==> config.mk <==
export PLATFORM = sky130hd
export DESIGN_NAME = adaptive_gate_counter
export DESIGN_NICKNAME = d
export VERILOG_FILES = /design/src/rtl/agc_pkg.sv /design/src/rtl/agc_edge_sync.sv /design/src/rtl/agc_tick_counter.sv /design/src/rtl/agc_gate_ctrl.sv /design/src/rtl/adaptive_gate_counter.sv
export SDC_FILE = /design/constraint.sdc
export NUM_CORES = 1
export LEC_CHECK = 0
export ABC_AREA = 0
export BUFFER_PORTS_ARGS = -buffer_cell sky130_fd_sc_hd__buf_2
export CORE_ASPECT_RATIO = 1.25
export CORE_MARGIN = 2
export CORE_UTILIZATION = 67
export CTS_BUF_LIST = sky130_fd_sc_hd__clkbuf_8
export CTS_CLUSTER_SIZE = 24
export DETAILED_ROUTE_END_ITERATION = 7
export PLACE_DENSITY = 0.95
export SLEW_MARGIN = 20
export SYNTH_ARGS = -nofsm -noshare
export SYNTH_HDL_FRONTEND = slang
export SYNTH_SLANG_ARGS = --single-unit
==> constraint.sdc <==
create_clock -name clk_i -period 22.8 [get_ports clk_i]
set_clock_uncertainty 0.1 [all_clocks]
set_input_delay 2.28 -clock clk_i [delete_from_list [all_inputs] [get_ports clk_i]]
set_output_delay 2.28 -clock clk_i [all_outputs]
set_load 0.01 [all_outputs]
==> src/rtl/agc_pkg.sv <==
package agc_pkg;
  typedef enum logic {
    ST_ARMED = 1'b0,
    ST_GATE  = 1'b1
  } gate_state_e;
endpackage

==> src/rtl/agc_edge_sync.sv <==
module agc_edge_sync #(
  parameter int STAGES = 2
) (
  input  logic clk_i,
  input  logic rst_ni,
  input  logic d_i,
  output logic rise_o
);
  logic [STAGES:0] sh_q;

  always_ff @(posedge clk_i or negedge rst_ni) begin
    if (!rst_ni) sh_q <= '0;
    else         sh_q <= {sh_q[STAGES-1:0], d_i};
  end

  // sh_q[STAGES-1] is the synchronized level, sh_q[STAGES] its delayed copy
  assign rise_o = sh_q[STAGES-1] & ~sh_q[STAGES];
endmodule

==> src/rtl/agc_tick_counter.sv <==
module agc_tick_counter #(
  parameter int CNT_W = 34
) (
  input  logic             clk_i,
  input  logic             rst_ni,
  input  logic             clr_i,
  input  logic             inc_i,
  output logic [CNT_W-1:0] cnt_o
);
  logic [CNT_W-1:0] cnt_q;

  always_ff @(posedge clk_i or negedge rst_ni) begin
    if (!rst_ni)                  cnt_q <= '0;
    else if (clr_i)               cnt_q <= '0;
    else if (inc_i && !(&cnt_q))  cnt_q <= cnt_q + 1'b1;
  end

  assign cnt_o = cnt_q;
endmodule

==> src/rtl/agc_gate_ctrl.sv <==
module agc_gate_ctrl
  import agc_pkg::*;
#(
  parameter int REF_HZ   = 2_500_000,
  parameter int CNT_W    = 34,
  parameter int THR_W    = 16,
  parameter int EXP_MIN  = 7,
  parameter int EXP_MAX  = 11,
  parameter int EXP_INIT = 7,
  localparam int EXP_W   = $clog2(EXP_MAX + 1),
  localparam int SEC_W   = EXP_MAX + 1,
  localparam int ERR_W   = CNT_W + 1
) (
  input  logic                    clk_i,
  input  logic                    rst_ni,
  input  logic                    pps_rise_i,
  input  logic                    restart_i,
  input  logic [CNT_W-1:0]        cnt_i,
  input  logic [THR_W-1:0]        thr_hi_i,
  input  logic [THR_W-1:0]        thr_lo_i,
  output logic                    cnt_clr_o,
  output logic                    valid_o,
  output logic signed [ERR_W-1:0] err_o,
  output logic [EXP_W-1:0]        gate_exp_o,
  output logic [SEC_W-1:0]        gate_secs_o
);
  gate_state_e state_q;
  logic [SEC_W-1:0] sec_q;
  logic [EXP_W-1:0] exp_q, exp_nxt;
  logic [SEC_W-1:0] gate_secs;
  logic [CNT_W-1:0] ideal;
  logic [ERR_W-1:0] diff, mag;
  logic             last_sec, too_big, quiet, close_gate;
  logic             valid_q;
  logic [ERR_W-1:0] err_q;

  assign gate_secs  = SEC_W'(1) << exp_q;
  assign last_sec   = (sec_q == gate_secs - 1'b1);
  assign ideal      = CNT_W'(REF_HZ) << exp_q;
  assign diff       = {1'b0, cnt_i} - {1'b0, ideal};
  assign mag        = diff[ERR_W-1] ? (ERR_W'(0) - diff) : diff;
  assign too_big    = mag >  ERR_W'(thr_hi_i);
  assign quiet      = mag <= ERR_W'(thr_lo_i);
  assign close_gate = pps_rise_i && (state_q == ST_GATE) && last_sec;

  always_comb begin
    exp_nxt = exp_q;
    if (too_big) begin
      if (exp_q > EXP_W'(EXP_MIN)) exp_nxt = exp_q - 1'b1;
    end else if (quiet) begin
      if (exp_q < EXP_W'(EXP_MAX)) exp_nxt = exp_q + 1'b1;
    end
  end

  // counter restarts at every open/close edge and on restart
  assign cnt_clr_o = restart_i | (pps_rise_i & ((state_q == ST_ARMED) | last_sec));

  always_ff @(posedge clk_i or negedge rst_ni) begin
    if (!rst_ni) begin
      state_q <= ST_ARMED;
      sec_q   <= '0;
      exp_q   <= EXP_W'(EXP_INIT);
      valid_q <= 1'b0;
      err_q   <= '0;
    end else begin
      valid_q <= 1'b0;
      if (restart_i) begin
        state_q <= ST_ARMED;
        sec_q   <= '0;
      end else if (pps_rise_i) begin
        if (state_q == ST_ARMED) begin
          state_q <= ST_GATE;
          sec_q   <= '0;
        end else if (close_gate) begin
          valid_q <= 1'b1;
          err_q   <= diff;
          exp_q   <= exp_nxt;
          sec_q   <= '0;
        end else begin
          sec_q   <= sec_q + 1'b1;
        end
      end
    end
  end

  assign valid_o     = valid_q;
  assign err_o       = $signed(err_q);
  assign gate_exp_o  = exp_q;
  assign gate_secs_o = gate_secs;
endmodule

==> src/rtl/adaptive_gate_counter.sv <==
module adaptive_gate_counter #(
  parameter int REF_HZ   = 2_500_000,
  parameter int CNT_W    = 34,
  parameter int THR_W    = 16,
  parameter int EXP_MIN  = 7,
  parameter int EXP_MAX  = 11,
  parameter int EXP_INIT = 7,
  parameter int SYNC_STAGES = 2,
  localparam int EXP_W   = $clog2(EXP_MAX + 1),
  localparam int SEC_W   = EXP_MAX + 1,
  localparam int ERR_W   = CNT_W + 1
) (
  input  logic                    clk_i,
  input  logic                    rst_ni,
  input  logic                    tick_i,
  input  logic                    pps_i,
  input  logic                    restart_i,
  input  logic [THR_W-1:0]        thr_hi_i,
  input  logic [THR_W-1:0]        thr_lo_i,
  output logic                    valid_o,
  output logic signed [ERR_W-1:0] err_o,
  output logic [EXP_W-1:0]        gate_exp_o,
  output logic [SEC_W-1:0]        gate_secs_o
);
  logic [1:0] async_in, rise;
  logic [CNT_W-1:0] cnt;
  logic cnt_clr;

  assign async_in = {pps_i, tick_i};

  for (genvar g = 0; g < 2; g++) begin : g_sync
    agc_edge_sync #(.STAGES(SYNC_STAGES)) u_sync (
      .clk_i (clk_i),
      .rst_ni(rst_ni),
      .d_i   (async_in[g]),
      .rise_o(rise[g])
    );
  end

  agc_tick_counter #(.CNT_W(CNT_W)) u_cnt (
    .clk_i (clk_i),
    .rst_ni(rst_ni),
    .clr_i (cnt_clr),
    .inc_i (rise[0]),
    .cnt_o (cnt)
  );

  agc_gate_ctrl #(
    .REF_HZ  (REF_HZ),
    .CNT_W   (CNT_W),
    .THR_W   (THR_W),
    .EXP_MIN (EXP_MIN),
    .EXP_MAX (EXP_MAX),
    .EXP_INIT(EXP_INIT)
  ) u_ctrl (
    .clk_i      (clk_i),
    .rst_ni     (rst_ni),
    .pps_rise_i (rise[1]),
    .restart_i  (restart_i),
    .cnt_i      (cnt),
    .thr_hi_i   (thr_hi_i),
    .thr_lo_i   (thr_lo_i),
    .cnt_clr_o  (cnt_clr),
    .valid_o    (valid_o),
    .err_o      (err_o),
    .gate_exp_o (gate_exp_o),
    .gate_secs_o(gate_secs_o)
  );
endmodule

==> results of run 1 <==
## critical path, cell delays in order, from the launching register on
cell and delay [ns]:
dfstp_2 0.97, inv_1 0.47, o311ai_0 0.56, ha_1 0.44
a21oi_1 0.29, o21ai_1 0.12, or3_1 0.52, o21ai_0 0.27
a21o_1 0.56, o21ai_0 0.23, ha_1 0.34, nor2b_1 0.14
o21ai_0 0.17, a21oi_1 0.09, a211oi_1 0.24, o21ai_0 0.12
a221o_1 0.40, a21oi_1 0.15, nand4_1 0.11, a2111o_1 0.45
nor3_1 0.45, xnor2_1 0.18, ha_1 0.21, o211ai_1 0.10
or4_4 0.46, o211ai_2 0.08, o221a_1 0.18
## logic make-up after synthesis
logic type | count (synthesis) | share of synthesized area [%]
compound gates | 310 | 22.5
xor+xnor | 69 | 6.64
fa+ha+maj | 74 | 10.2
buf+inv | 117 | 5.33
flops | 93 | 25.6
mux | 14 | 1.58
simple gates | 508 | 28.1
## flip-flops by register name (all words and copies together), names as in the netlist
signal,cells
u_ctrl.err_o,35
u_ctrl.valid_o,1
u_ctrl.state_q,1
g_sync.u_sync.sh_q,6
u_ctrl.gate_exp_o,4
u_cnt.cnt_o,34
u_ctrl.sec_q,12
## layout by cell type, fill, tap and decap left out, types with 8 or more instances in the layout
cell / Yosys / routed
o31ai_1: 10 / 10
dfrtp_1: 90 / 90
clkbuf_8: 0 / 9
nand2b_1: 12 / 12
nand3_1: 52 / 52
o21a_1: 10 / 10
or3_1: 11 / 11
and4_1: 11 / 11
a21oi_1: 65 / 64
a21o_1: 18 / 18
o21ai_0: 94 / 94
nor2_1: 104 / 104
inv_1: 57 / 57
and2_1: 12 / 12
ha_1: 74 / 74
nand4_1: 31 / 31
buf_2: 4 / 87
a22oi_1: 8 / 8
nor2b_1: 10 / 10
or4_1: 8 / 8
nor4_1: 16 / 15
and3_1: 31 / 31
nand2_1: 156 / 156
mux2i_1: 11 / 11
xnor2_1: 33 / 33
o211ai_1: 17 / 17
nor3_1: 17 / 17
xor2_1: 36 / 36
## final timing paths
path	startpoint	endpoint	slack, ns	cells past startpoint
worst max-delay path	u_ctrl.gate_exp_o[2]	u_ctrl.gate_exp_o[2]	14.33	26
worst min-delay path	g_sync[0].u_sync.sh_q[0]	g_sync[0].u_sync.sh_q[1]	0.27	0
worst max register to register	u_ctrl.gate_exp_o[2]	u_ctrl.gate_exp_o[2]	14.33	26
worst min register to register	g_sync[0].u_sync.sh_q[0]	g_sync[0].u_sync.sh_q[1]	0.27	0
max in group asynchronous	rst_ni	u_cnt.cnt_o[9]	19.74	2
min in group asynchronous	rst_ni	u_ctrl.err_o[32]	1.71	1
## routing by layer
metal	track usage (%)	part of all wire (%)	vias to the layer above
li1	-	-	4403
met1	46.5	41	4314
met2	58.6	47	502
met3	3.74	7.6	96
met4	19.2	4.9	0
met5	0	0	-
## stage by stage
stage	area, um2	power (mW)	utilization (%)	hold slack (ns)	setup slack [ns]
floorplan	9100	0.198	-	0.231	15.55
global placement	9540	0.213	71.8	0.237	14.81
detailed placement	9540	0.214	71.8	0.242	14.56
CTS	9740	0.326	73.3	0.266	14.51
global route	9750	0.339	73.3	0.272	13.88
finish	9750	0.327	73.3	0.266	14.33
## layout make-up
cell class / count / area share [%]
Sequential cell: 93 / 23.9
Multi-Input combinational cell: 975 / 64.7
Clock buffer: 9 / 1.27
Tap cell: 171 / 2.20
Timing Repair Buffer: 93 / 4.93
Clock inverter: 7 / 0.809
Inverter: 57 / 2.20
## report_power, final
| part | leakage (nW) | internal, mW | switching (mW) | total (mW) |
|---|---|---|---|---|
| combinational | 3.28 | 0.0180 | 0.0279 | 0.0458 |
| sequential | 1.27 | 0.166 | 0.000835 | 0.167 |
| clock | 0.102 | 0.0434 | 0.0708 | 0.114 |
==> flow_summary.yaml, run 1 <==
sta:
  finalMaxSlewViolations: 0
  tightest_slew_ns: 1.09
  fmax_mhz: 118
  hold_viol_final: 0
  rsz0062_at_grt: "false"
  setup_viol: 0
  maxSlewHeadroom_pct: 26.7
  fin_crit_ns: 8.47
  tns_ns: 0
  fin_crit_sh_pct: 37.2
pwr:
  ir_drop_mv: 0.0352
  power.density_cell_area_mw_per_mm2: 33.5
  leakagePower_nw: 4.65
logic_synthesis:
  synthTopCellsByArea: "dfrtp_1 (25%), ha_1 (10%), nand2_1 (6.4%)"
  avgSynthCellArea_um2: 7.68
  synth-edff-count: 0
  synth_seq_area_share_pct: 25.6
  synth_top_area_cell: "dfrtp_1"
  netlist_area_mm2: 0.00910
  ys_types: 87
  ys_ff_latch: 93
  synth_top_area_share_pct: 24.7
  syn_nets: 1296
  synth_cells: 1185
  yosys-top-cells-count: "nand2_1 (156), nor2_1 (104), o21ai_0 (94)"
  ys.flop_type: "dfrtp_1"
  synth_warnings: 0
  yosysMostFrequentCell: "nand2_1"
  synth-async-reset-ratio_pct: 100
min_path:
  hp-class: "reg2reg"
cts:
  cts-resized-gates: 0
  h-tree-depth: 3
  insertion_delay_ns: 0.39
  cts_root_buf: "clkbuf_8"
  cts_tree: "built"
  hold_buffers: 0
  clk_pin_slew_ns: 0.10
  cts_sinks: 93
  post_cts_buffers: 0
  cts_inserted_buffers: 9
  cts_buffer_depth: 2
setup_path:
  cp.required_ns: 23.03
  worstSetupStartpointType: "register"
  worstPathMaxFanout: 44
  cp-end-kind: "register"
  crit_arrival_ns: 8.70
  crit_type: "reg2reg"
finish:
  layout.nets: 1340
  layout-drive-gt1-share_pct: 12.1
  area_growth_pct: 7.05
  multi_input_area_mm2: 0.00630
  diodes: 0
  layout.cells.non_filler: 1405
  seq_area_mm2: 0.00233
  fillers: 1044
route:
  dr.pass1.iters: 5
  drc: 0
  routed_wl_um: 25800
  vias_per_cell: 6.63
  post_drt_wl_per_cell_um: 18.4
  drtIter0Drc: 1039
  ant_nets: 0
  vias: 9315
floorplanning:
  die_w_um: 108
  start_util_pct: 68.5
  std_cell_rows: 47
  core-area_mm2: 0.0133
  die-height_um: 134
  dieArea_mm2: 0.0145
  io_pins: 89
placed_design:
  portBuffers: 88
  dp_cells: 1389
  dp_hpwl_um: 19600
  gp_congestion: 1.01
global_route:
  grt_max_degree: 63
  grt_util_all_layers_pct: 35.9
  grt_pass1_vias: 8616
  grt_pass1_wl_um: 41900
  antenna_found_initial: 0
  grt_overflow_total: 0
flow_run:
  max_cap_viol_count: 0
run_status:
  status: "finished clean"
(Power assumes the default switching activity.)
==> run 2, diff against run 1 <==
--- a/config.mk
+++ b/config.mk
@@ -5,15 +5,15 @@
 export SDC_FILE = /design/constraint.sdc
 export NUM_CORES = 1
 export LEC_CHECK = 0
-export ABC_AREA = 0
+export ABC_AREA = 1
 export BUFFER_PORTS_ARGS = -buffer_cell sky130_fd_sc_hd__buf_2
 export CORE_ASPECT_RATIO = 1.25
 export CORE_MARGIN = 2
-export CORE_UTILIZATION = 67
+export CORE_UTILIZATION = 63
 export CTS_BUF_LIST = sky130_fd_sc_hd__clkbuf_8
 export CTS_CLUSTER_SIZE = 24
 export DETAILED_ROUTE_END_ITERATION = 7
-export PLACE_DENSITY = 0.95
+export PLACE_DENSITY = 0.9
 export SLEW_MARGIN = 20
 export SYNTH_ARGS = -nofsm -noshare
 export SYNTH_HDL_FRONTEND = slang
==> constraint.sdc (replaced) <==
create_clock -name clk_i -period 8.55 [get_ports clk_i]
set_clock_uncertainty 0.1 [all_clocks]
set_input_delay 0.855 -clock clk_i [delete_from_list [all_inputs] [get_ports clk_i]]
set_output_delay 0.855 -clock clk_i [all_outputs]
set_load 0.01 [all_outputs]
==> run 2 against run 1 <==
  * Worst setup slack worse by 12 ns
  * Cell count is 34% higher
  * Clock power grew to 2.6 times the previous value
  * Via count up 13%
  * Cell area rose by 9.6%
  * Area after synthesis rose by 8.2%
  * Maximum frequency is 26% higher
  * Die area is 15% higher
==> flow_summary.yaml, run 2 <==
setup_path:
  crit_type: "reg2reg"
  crit_top_cell: "nand2_1"
  r2r-start: "u_ctrl.gate_exp_o[1]"
  worstPathMaxFanout: 40
  crit_path_top_delay_cell: "dfstp_2"
  cp.required_ns: 8.79
  rrSetupSlack_ns: 1.85
  reg2reg_depth: 44
  slowest_delay_ns: 0.63
  cp-end-kind: "register"
  regToRegEndpoint: "u_ctrl.gate_exp_o[2]"
  crit_arrival_ns: 6.94
  worstSetupStartpointType: "register"
floorplanning:
  std_cell_rows: 51
  core-area_mm2: 0.0154
  io_pins: 89
  start_util_pct: 63.8
  die-height_um: 144
  die_w_um: 116
  dieArea_mm2: 0.0167
pwr:
  power.density_cell_area_mw_per_mm2: 78.7
  p_switching_uw: 251
  switching_share_pct: 29.8
  internal_power_uw: 590
  ir_drop_mv: 0.115
  p_comb_share_pct: 10.8
  power_frac_seq_pct: 53.4
  leakagePower_nw: 6.02
  p_total_uw: 841
  p_clk_share_pct: 35.8
cts:
  cts_inserted_buffers: 9
  h-tree-depth: 3
  clk_pin_slew_ns: 0.11
  cts-resized-gates: 0
  cts_root_buf: "clkbuf_8"
  hold_buffers: 0
  cts_buffer_depth: 2
  insertion_delay_ns: 0.41
  post_cts_buffers: 0
  cts_sinks: 93
  cts_tree: "built"
sta:
  fin_crit_ns: 6.70
  tns_ns: 0
  rsz0062_at_grt: "false"
  maxSlewHeadroom_pct: 49.7
  fin_crit_sh_pct: 78.4
  fmax_mhz: 149
  hold_viol_final: 0
  setup_viol: 0
  tightest_slew_ns: 0.755
  finalMaxSlewViolations: 0
  whs_ns: 0.269
global_route:
  grt_overflow_total: 0
  grt_util_all_layers_pct: 35.5
  grt_pass1_vias: 9981
  grt_max_degree: 55
  grt_pass1_wl_um: 46800
  antenna_found_initial: 0
flow_run:
  max_cap_viol_count: 0
logic_synthesis:
  synth-async-reset-ratio_pct: 100
  synth-adder-area-share_pct: 9.40
  avgSynthCellArea_um2: 6.22
  synth_warnings: 0
  yosysMostFrequentCell: "nand2_1"
  synth_top_area_share_pct: 22.9
  yosys-top-cells-count: "nand2_1 (485), inv_1 (236), nor2_1 (136)"
  synth-xor-area-share_pct: 4.09
  synth-edff-count: 0
  synth_top_area_cell: "dfrtp_1"
  ys_ff_latch: 93
  ys.flop_type: "dfrtp_1"
  synthTopCellsByArea: "dfrtp_1 (23%), nand2_1 (18%), ha_1 (9.4%)"
  synth_cells: 1584
  synth_top_family_by_area: "simple AND/OR/NAND/NOR gates"
  netlist_area_mm2: 0.00985
  ys_types: 49
  syn_nets: 1695
  muxShareOfSynthArea_pct: 0
  synth_compound_area_share_pct: 10.9
  synth-simple-area-share_pct: 40.9
  synth_seq_area_share_pct: 23.7
route:
  routed_wl_um: 28700
  post_drt_wl_per_cell_um: 15.2
  dr.pass1.iters: 5
  vias_per_cell: 5.58
  wl_met3_um: 1680
  top_layer: "met4"
  drtIter0Drc: 838
  met1_length_um: 11400
  ant_nets: 0
  vias: 10500
  met2_length_um: 14100
  drc: 0
finish:
  area_growth_pct: 8.41
  layout.nets: 1776
  layout.cells.non_filler: 1882
  final_common_cell: "nand2_1"
  diodes: 0
  fin_util_pct: 69.2
  final_cell_mix: "nand2_1 (484), inv_1 (236), nor2_1 (136)"
  layout-drive-gt1-share_pct: 13.9
  fillers: 1423
  largest_reg_flops: 35
min_path:
  hold_depth: 0
  worstHoldStart: "g_sync[0].u_sync.sh_q[0]"
  hp-class: "reg2reg"
  min_to: "g_sync[0].u_sync.sh_q[1]"
placed_design:
  gp_congestion: 1.01
  dp_hpwl_um: 23600
  dp_cells: 1866
  portBuffers: 88
run_status:
  status: "finished clean"
[run 2: changes by cell type after synthesis, sizes merged, moves of 12 or more]
| cell | change |
|---|---|
| clkbuf | -33 |
| xnor2 | -25 |
| nand3 | +72 |
| nand2 | +359 |
| nand2b | -12 |
| o21ai | -14 |
| a21o | -19 |
| inv | +205 |
| o211ai | -16 |
| nor2 | +69 |
| and4 | -13 |
| and3 | -34 |
| a21oi | -13 |
[run 2: critical path, delay by kind of cell (launching register included)]
family	cells	cell delay [ns]
flops	1	0.63
xor+xnor	1	0.16
simple gates	22	1.91
buf+inv	7	0.94
fa+ha+maj	4	1.26
compound gates	10	1.60
[run 2: power by group through the flow]
| stage | clock, mW | combinational, mW | sequential, mW |
|---|---|---|---|
| after CTS | 0.305 | 0.0915 | 0.449 |
| after global placement | 0 | 0.0875 | 0.457 |
| after detailed placement | 0 | 0.0910 | 0.457 |
| final | 0.301 | 0.0907 | 0.449 |
| after global routing | 0.320 | 0.106 | 0.449 |
| after floorplan | 0 | 0.0559 | 0.457 |
[run 2: logic make-up after synthesis]
kind of cell	after synthesis
AO/OA/AOI/OAI	186
XOR/XNOR	46
adder cells (fa/ha/maj)	74
buffers and inverters	287
flip-flops	93
AND/OR/NAND/NOR	898
[run 2: layout make-up]
class                      instances  area, um2  area share (%)
clock inverter                     7       62.6           0.586
sequential                        93       2330            21.8
timing repair buffer              92        473            4.43
multi-input combinational       1204       6430            60.2
inverter                         265        998            9.35
clock buffer                       9        124            1.16
tap                              212        265            2.48
[run 2: through the flow]
stage	setup slack [ns]	cell area [um2]
3_3_place_gp	2.19	10500
2_1_floorplan	2.79	9850
5_1_grt	1.23	10700
3_5_place_dp	1.99	10500
4_1_cts	1.96	10700
6_report	1.85	10700
[run 2: worst max-delay path by stage]
| stage | start | end | depth (start not counted) |
|---|---|---|---|
| after detailed placement | u_ctrl.gate_exp_o[1] | u_ctrl.gate_exp_o[2] | 44 |
| after floorplan | u_ctrl.gate_exp_o[1] | u_ctrl.gate_exp_o[2] | 47 |
| after global placement | u_ctrl.gate_exp_o[3] | u_ctrl.gate_exp_o[2] | 48 |
| after CTS | u_ctrl.gate_exp_o[1] | u_ctrl.gate_exp_o[2] | 44 |
| final | u_ctrl.gate_exp_o[1] | u_ctrl.gate_exp_o[2] | 44 |
| after global routing | u_ctrl.gate_exp_o[1] | u_ctrl.gate_exp_o[2] | 46 |
[run 2: routing by layer]
layer,global-route usage [%],up-vias
met5,0,-
met4,18.0,0
met3,4.72,100
met2,63.4,385
met1,41.0,4792
li1,-,5232
